[config.mk]
export PLATFORM = sky130hd
export DESIGN_NAME = crcg_top
export DESIGN_NICKNAME = d
export VERILOG_FILES = /design/src/rtl/crcg_pkg.sv /design/src/rtl/crcg_rx.sv /design/src/rtl/crcg_regs.sv /design/src/rtl/crcg_tx.sv /design/src/rtl/crcg_top.sv
export SDC_FILE = /design/constraint.sdc
export NUM_CORES = 1
export LEC_CHECK = 0
export ABC_AREA = 1
export BUFFER_PORTS_ARGS = -buffer_cell sky130_fd_sc_hd__clkbuf_2
export CAP_MARGIN = 40
export CORE_UTILIZATION = 40
export DETAILED_ROUTE_END_ITERATION = 8
export GPL_TIMING_DRIVEN = 0
export MAX_ROUTING_LAYER = met4
export PLACE_DENSITY = 0.61
export SYNTH_ARGS = -nofsm -noshare
export SYNTH_HDL_FRONTEND = slang
export SYNTH_SLANG_ARGS = --single-unit
[constraint.sdc]
create_clock -name clk -period 3.6 [get_ports clk]
set_input_delay 0.36 -clock clk [delete_from_list [all_inputs] [get_ports clk]]
set_output_delay 0.36 -clock clk [all_outputs]
set_load 0.02 [all_outputs]
[src/rtl/crcg_pkg.sv]
package crcg_pkg;

  localparam logic [7:0] CRC_POLY = 8'h07;
  localparam logic [7:0] CRC_SEED = 8'hFF;
  localparam logic [7:0] OP_WR    = 8'h0A;
  localparam logic [7:0] OP_RD    = 8'h10;

  typedef enum logic [1:0] {
    SLOT_OP   = 2'd0,
    SLOT_ADDR = 2'd1,
    SLOT_DATA = 2'd2
  } slot_e;

  // Single-byte check value: preset, MSB first, no output inversion.
  function automatic logic [7:0] crc8_byte(input logic [7:0] d);
    logic [7:0] c;
    logic       fb;
    c = CRC_SEED;
    for (int i = 7; i >= 0; i--) begin
      fb = c[7] ^ d[i];
      c  = {c[6:0], 1'b0} ^ (fb ? CRC_POLY : 8'h00);
    end
    return c;
  endfunction

endpackage

[src/rtl/crcg_rx.sv]
module crcg_rx
  import crcg_pkg::*;
(
  input  logic       clk,
  input  logic       rst_n,
  input  logic       crc_en,
  input  logic       frm_start,
  input  logic       rx_vld,
  input  logic [7:0] rx_byte,
  output logic       cmd_vld,
  output logic       cmd_wr,
  output logic       cmd_rd,
  output logic [7:0] cmd_addr,
  output logic [7:0] cmd_data,
  output logic       crc_bad
);

  slot_e      slot_q, slot_d;
  logic       phase_q, phase_d;
  logic       dead_q, dead_d;
  logic [7:0] hold_q, hold_d;
  logic [7:0] op_q, op_d;
  logic [7:0] addr_q, addr_d;
  logic       live, take;
  logic [7:0] acc_byte;

  always_comb begin
    live     = rx_vld && !dead_q;
    crc_bad  = live && crc_en && phase_q && (rx_byte != crc8_byte(hold_q));
    take     = live && (!crc_en || phase_q) && !crc_bad;
    acc_byte = crc_en ? hold_q : rx_byte;
    cmd_vld  = take && (slot_q == SLOT_DATA);
    cmd_wr   = (op_q == OP_WR);
    cmd_rd   = (op_q == OP_RD);
    cmd_addr = addr_q;
    cmd_data = acc_byte;
  end

  always_comb begin
    slot_d  = slot_q;
    phase_d = phase_q;
    dead_d  = dead_q;
    hold_d  = hold_q;
    op_d    = op_q;
    addr_d  = addr_q;
    if (frm_start) begin
      slot_d  = SLOT_OP;
      phase_d = 1'b0;
      dead_d  = 1'b0;
    end else if (live) begin
      if (crc_en && !phase_q) begin
        hold_d  = rx_byte;
        phase_d = 1'b1;
      end else begin
        phase_d = 1'b0;
        if (crc_bad) begin
          dead_d = 1'b1;
        end else begin
          case (slot_q)
            SLOT_OP:   begin op_d   = acc_byte; slot_d = SLOT_ADDR; end
            SLOT_ADDR: begin addr_d = acc_byte; slot_d = SLOT_DATA; end
            default:   begin dead_d = 1'b1;     slot_d = SLOT_OP;   end
          endcase
        end
      end
    end
  end

  always_ff @(posedge clk or negedge rst_n) begin
    if (!rst_n) begin
      slot_q  <= SLOT_OP;
      phase_q <= 1'b0;
      dead_q  <= 1'b0;
      hold_q  <= 8'h00;
      op_q    <= 8'h00;
      addr_q  <= 8'h00;
    end else begin
      slot_q  <= slot_d;
      phase_q <= phase_d;
      dead_q  <= dead_d;
      hold_q  <= hold_d;
      op_q    <= op_d;
      addr_q  <= addr_d;
    end
  end

endmodule

[src/rtl/crcg_regs.sv]
module crcg_regs #(
  parameter int NREG = 8
) (
  input  logic       clk,
  input  logic       rst_n,
  input  logic       cmd_vld,
  input  logic       cmd_wr,
  input  logic       cmd_rd,
  input  logic [7:0] cmd_addr,
  input  logic [7:0] cmd_data,
  input  logic       crc_bad,
  output logic       rd_req,
  output logic [7:0] rd_data,
  output logic       err_flag,
  output logic       alert,
  output logic       conv_inhibit
);

  localparam int         AW     = $clog2(NREG);
  localparam int         NGP    = NREG - 2;
  localparam logic [7:0] NREG_B = 8'(NREG);

  logic       err_q, err_d;
  logic [1:0] ctrl_q, ctrl_d;
  logic       alert_q, alert_d;
  logic       in_range, wr_ok, clr;
  logic [7:0] view [NREG];

  always_comb begin
    in_range = (cmd_addr < NREG_B);
    wr_ok    = cmd_vld && cmd_wr && in_range && !err_q;
    clr      = cmd_vld && cmd_wr && (cmd_addr == 8'd0) && cmd_data[0];
    err_d    = crc_bad ? 1'b1 : (clr ? 1'b0 : err_q);
    ctrl_d   = (wr_ok && cmd_addr == 8'd1) ? cmd_data[1:0] : ctrl_q;
    alert_d  = crc_bad && ctrl_q[0];
    rd_req   = cmd_vld && cmd_rd && in_range;
    rd_data  = view[cmd_addr[AW-1:0]];
  end

  always_ff @(posedge clk or negedge rst_n) begin
    if (!rst_n) begin
      err_q   <= 1'b0;
      ctrl_q  <= 2'b00;
      alert_q <= 1'b0;
    end else begin
      err_q   <= err_d;
      ctrl_q  <= ctrl_d;
      alert_q <= alert_d;
    end
  end

  assign view[0] = {7'b0, err_q};
  assign view[1] = {6'b0, ctrl_q};

  for (genvar g = 0; g < NGP; g++) begin : g_gp
    logic [7:0] gp_q;
    logic       gp_we;
    assign gp_we = wr_ok && (cmd_addr == 8'(g + 2));
    always_ff @(posedge clk or negedge rst_n) begin
      if (!rst_n)     gp_q <= 8'h00;
      else if (gp_we) gp_q <= cmd_data;
    end
    assign view[g + 2] = gp_q;
  end

  assign err_flag     = err_q;
  assign alert        = alert_q;
  assign conv_inhibit = err_q && ctrl_q[1];

endmodule

[src/rtl/crcg_tx.sv]
module crcg_tx
  import crcg_pkg::*;
(
  input  logic       clk,
  input  logic       rst_n,
  input  logic       crc_en,
  input  logic       rd_req,
  input  logic [7:0] rd_data,
  output logic       tx_vld,
  output logic       tx_crc,
  output logic [7:0] tx_byte
);

  logic       vld_q, vld_d;
  logic       crc_q, crc_d;
  logic       pend_q, pend_d;
  logic [7:0] byte_q, byte_d;

  always_comb begin
    vld_d  = 1'b0;
    crc_d  = 1'b0;
    pend_d = 1'b0;
    byte_d = byte_q;
    if (rd_req) begin
      vld_d  = 1'b1;
      byte_d = rd_data;
      pend_d = crc_en;
    end else if (pend_q) begin
      vld_d  = 1'b1;
      crc_d  = 1'b1;
      byte_d = crc8_byte(byte_q);
    end
  end

  always_ff @(posedge clk or negedge rst_n) begin
    if (!rst_n) begin
      vld_q  <= 1'b0;
      crc_q  <= 1'b0;
      pend_q <= 1'b0;
      byte_q <= 8'h00;
    end else begin
      vld_q  <= vld_d;
      crc_q  <= crc_d;
      pend_q <= pend_d;
      byte_q <= byte_d;
    end
  end

  assign tx_vld  = vld_q;
  assign tx_crc  = crc_q;
  assign tx_byte = byte_q;

endmodule

[src/rtl/crcg_top.sv]
module crcg_top #(
  parameter int NREG = 8
) (
  input  logic       clk,
  input  logic       rst_n,
  input  logic       crc_en,
  input  logic       frm_start,
  input  logic       rx_vld,
  input  logic [7:0] rx_byte,
  output logic       tx_vld,
  output logic [7:0] tx_byte,
  output logic       err_flag,
  output logic       alert,
  output logic       conv_inhibit
);

  logic       rst_m, rst_s;
  logic       cmd_vld, cmd_wr, cmd_rd, crc_bad;
  logic [7:0] cmd_addr, cmd_data;
  logic       rd_req;
  logic [7:0] rd_data;
  logic       tx_crc;

  always_ff @(posedge clk or negedge rst_n) begin
    if (!rst_n) begin
      rst_m <= 1'b0;
      rst_s <= 1'b0;
    end else begin
      rst_m <= 1'b1;
      rst_s <= rst_m;
    end
  end

  crcg_rx u_rx (
    .clk(clk), .rst_n(rst_s), .crc_en(crc_en), .frm_start(frm_start),
    .rx_vld(rx_vld), .rx_byte(rx_byte), .cmd_vld(cmd_vld), .cmd_wr(cmd_wr),
    .cmd_rd(cmd_rd), .cmd_addr(cmd_addr), .cmd_data(cmd_data), .crc_bad(crc_bad)
  );

  crcg_regs #(.NREG(NREG)) u_regs (
    .clk(clk), .rst_n(rst_s), .cmd_vld(cmd_vld), .cmd_wr(cmd_wr),
    .cmd_rd(cmd_rd), .cmd_addr(cmd_addr), .cmd_data(cmd_data),
    .crc_bad(crc_bad), .rd_req(rd_req), .rd_data(rd_data),
    .err_flag(err_flag), .alert(alert), .conv_inhibit(conv_inhibit)
  );

  crcg_tx u_tx (
    .clk(clk), .rst_n(rst_s), .crc_en(crc_en), .rd_req(rd_req),
    .rd_data(rd_data), .tx_vld(tx_vld), .tx_crc(tx_crc), .tx_byte(tx_byte)
  );

endmodule

==> results.toml <==
[placed_design]
place_congestion = 0.887
port_buffers = 23
post-place-cells = 805
hpwlAfterDp_mm = 9.01
placement.cell_area_um2 = 5180

[synth]
yosysWarnings = 0
synth.yosys.seq_area_share_pct = 47.7
netlist_instances = 635
netlist_area_um2 = 4830
yosys-top-cells-area = "dfrtp_1, nand2_1, nand3_1"
synth_largest_type_area_fraction_pct = 47.7
synth.distinct_cells = 32
postSynthRegisterBits = 92
synth.avg_cell_area_um2 = 7.61
synth_largest_area_cell = "dfrtp_1"
syn_nets = 648

[drt]
drtPass1Iterations = 7
final_antenna_net_count = 0
vias = 4267
routed_wirelength_mm = 12.6
routedWlPerCell_um = 15.3
detail_route.vias_per_cell = 5.21
drt-initial-drc-count = 352
detail_route.drc_violations = 2

[global_route]
grt_max_degree = 47
antenna_found_initial = 0
first_global_vias = 4122
grt_overflow_total = 0
grt_first_pass_wirelength_mm = 21.0
track_usage_pct = 22.6

[die]
placeableCoreArea_um2 = 11600
row_count = 39
start_util_pct = 41.6
dieHeight_um = 112
die_width_um = 112
die_ar_um2 = 12500
io-pin-count = 25

[timing]
layout_min_cycle_time_ns = 2.55
min_period_over_period_pct = 70.9
fin_worst_skew_ns = 0.00672
final.hold.worst_slack_ns = 0.232
final_max_slew_viol_count = 0
rsz0062_at_grt = "no"
achievable-frequency_ghz = 0.392
report.final.hold_viol_count = 0
tightestPinTransition_ns = 0.849
setup_viol_count_final = 0
max-slew-margin-rel_pct = 42.9

[clock_tree]
post_cts_setup_buffer_count = 0
post_cts_resized = 0
cts.htree.levels = 3
cts_max_path_buffers = 2
clk_root_buffer_cell = "clkbuf_16"
clock_pin_slew_of_the_registers_on_the_worst_case_setup_and_hold_paths_ns = 0.06
cts_made_buffers = 9
holdBufCountCts = 1
tritoncts_num_sinks = 92
worstSkewPairLatency_ns = 0.35
cts_tree = "done"

[setup_path]
r2r-start = "u_rx.cmd_addr[5]$_DFFE_PN0P_"
crit-reg2reg-capture = "u_regs.g_gp[2].gp_q[5]$_DFFE_PN0P_"
critPathTopFamily = "simple AND/OR/NAND/NOR gates"
ff2ff_setup_slack_ns = 1.05
critical-path-max-stage-delay_ns = 0.56
worstPathRequired_ns = 3.84
setup.worst_path.start = "u_rx.cmd_addr[5]$_DFFE_PN0P_"
slowest_stage = "nor2_1"
startpoint_type = "flop"
cp_cell_sequence = "nor2_1, nand2_1, nor2_1, inv_1, nor2_1, inv_1, nor2_2, nand3_2, nand2_1, nand2_1"
arrival_ns = 2.79
critPathKind = "flop to flop"
cp.depth = 10
setup.worst_path.end_class = "flop"
crit_path_max_fanout = 9
ff2ff_path_depth = 10
worst-path-buf-inv = 2

[pwr]
leakage_nw = 2.91
vdd_drop_max_uv = 382
power.density_cell_area_nw_per_um2 = 511
total_power_mw = 2.79

[finish]
layout.cells.most_common = "nand2_1"
area_growth_pct = 13.2
antenna_cells_inserted = 0
fillCellCount = 1171
final_cell_mix = "nand2_1, dfrtp_1, nand3_1"
postLayoutCellArea_um2 = 5470
layout.nets = 687
post_layout_nonfiller_instances = 819
layout-drive-gt1-share_pct = 10.9

[run]
max-cap-violations = 0

[min_path]
holdPathStages = 2
min-delay-start = "frm_start"
worstHoldPathType = "input pin to flop"
worstHoldEndpoint = "u_rx.dead_q$_DFFE_PN0P_"

[run_status]
result_of_the_run = "finished with violations"
failed_checks = "DRC"
per-layer routing:
| layer | up-vias | share of wire, % | GRT usage (%) |
|---|---|---|---|
| li1 | 2139 | - | - |
| met1 | 2001 | 47 | 30.2 |
| met2 | 102 | 45 | 32.9 |
| met3 | 25 | 5.4 | 4.46 |
| met4 | 0 | 2.5 | 10.6 |
| met5 | - | 0 | - |
cell usage after synthesis:
cell,number
a22o_1,1
nor3_1,3
nor2_2,3
a41oi_1,2
xnor2_1,4
nor2_1,28
clkbuf_1,9
a22oi_1,19
a21oi_1,4
o21ai_1,22
o2111ai_1,1
nand3b_1,1
nand4_2,4
nand3_1,79
o21bai_4,1
conb_1,1
nand4_1,2
inv_1,57
or2_2,3
o31ai_1,1
nor2_4,2
nand2_2,5
dfrtp_1,92
a221oi_1,1
nand2_1,246
xor2_1,3
o21ai_0,25
inv_2,1
nand3_2,7
buf_2,2
buf_6,5
nor4_1,1
power breakdown:
part           total, mW  internal, mW  switching [mW]  leakage [nW]
clock              0.920         0.542           0.378         0.140
sequential          1.23          1.13           0.104          1.22
combinational      0.642         0.186           0.456          1.55
total               2.79          1.86           0.937          2.91
worst max-delay path by stage:
stage,end
final,u_regs.g_gp[2].gp_q[5]$_DFFE_PN0P_
after global routing,u_regs.g_gp[2].gp_q[6]$_DFFE_PN0P_
after CTS,u_regs.g_gp[2].gp_q[5]$_DFFE_PN0P_
after detailed placement,u_regs.g_gp[2].gp_q[5]$_DFFE_PN0P_
after global placement,u_rx.cmd_addr[6]$_DFFE_PN0P_
after floorplan,u_regs.alert$_DFF_PN0_
final cells by class:
type                            instances  area, um2  area share [%]
Multi-Input combinational cell        469       2210            40.4
Clock inverter                          3       40.0           0.732
Buffer                                 16        100            1.83
Timing Repair Buffer                   28        175            3.20
Clock buffer                           10        239            4.37
Inverter                               58        218            3.98
Tap cell                              143        179            3.27
Sequential cell                        92       2310            42.2
kinds of logic after synthesis:
logic type	after synthesis	share of synthesized area (%)
buffers and inverters	74	6.58
other	1	0.0776
and+or+nand+nor	384	34.7
AOI/OAI and AO/OA	77	9.69
DFF	92	47.7
xor gates and xnor gates	7	1.27
per-stage QoR:
stage               setup WS (ns)  TNS [ns]  util [%]
floorplan                   0.848         0         -
global placement           -0.291    -25.74      44.1
global route                0.828         0      47.1
finish                       1.05         0      47.1
detailed placement           1.06         0      44.6
CTS                          1.03         0      47.1
registers in the layout (all words and copies together), names as in the netlist, 2 cells and up:
name              cells
u_regs.g_gp.gp_q     48
u_rx.cmd_addr         8
u_rx.hold_q           8
u_rx.op_q             8
u_tx.tx_byte          8
u_regs.ctrl_q         2
u_rx.slot_q           2
No activity file was read; power rests on OpenSTA's default activity.
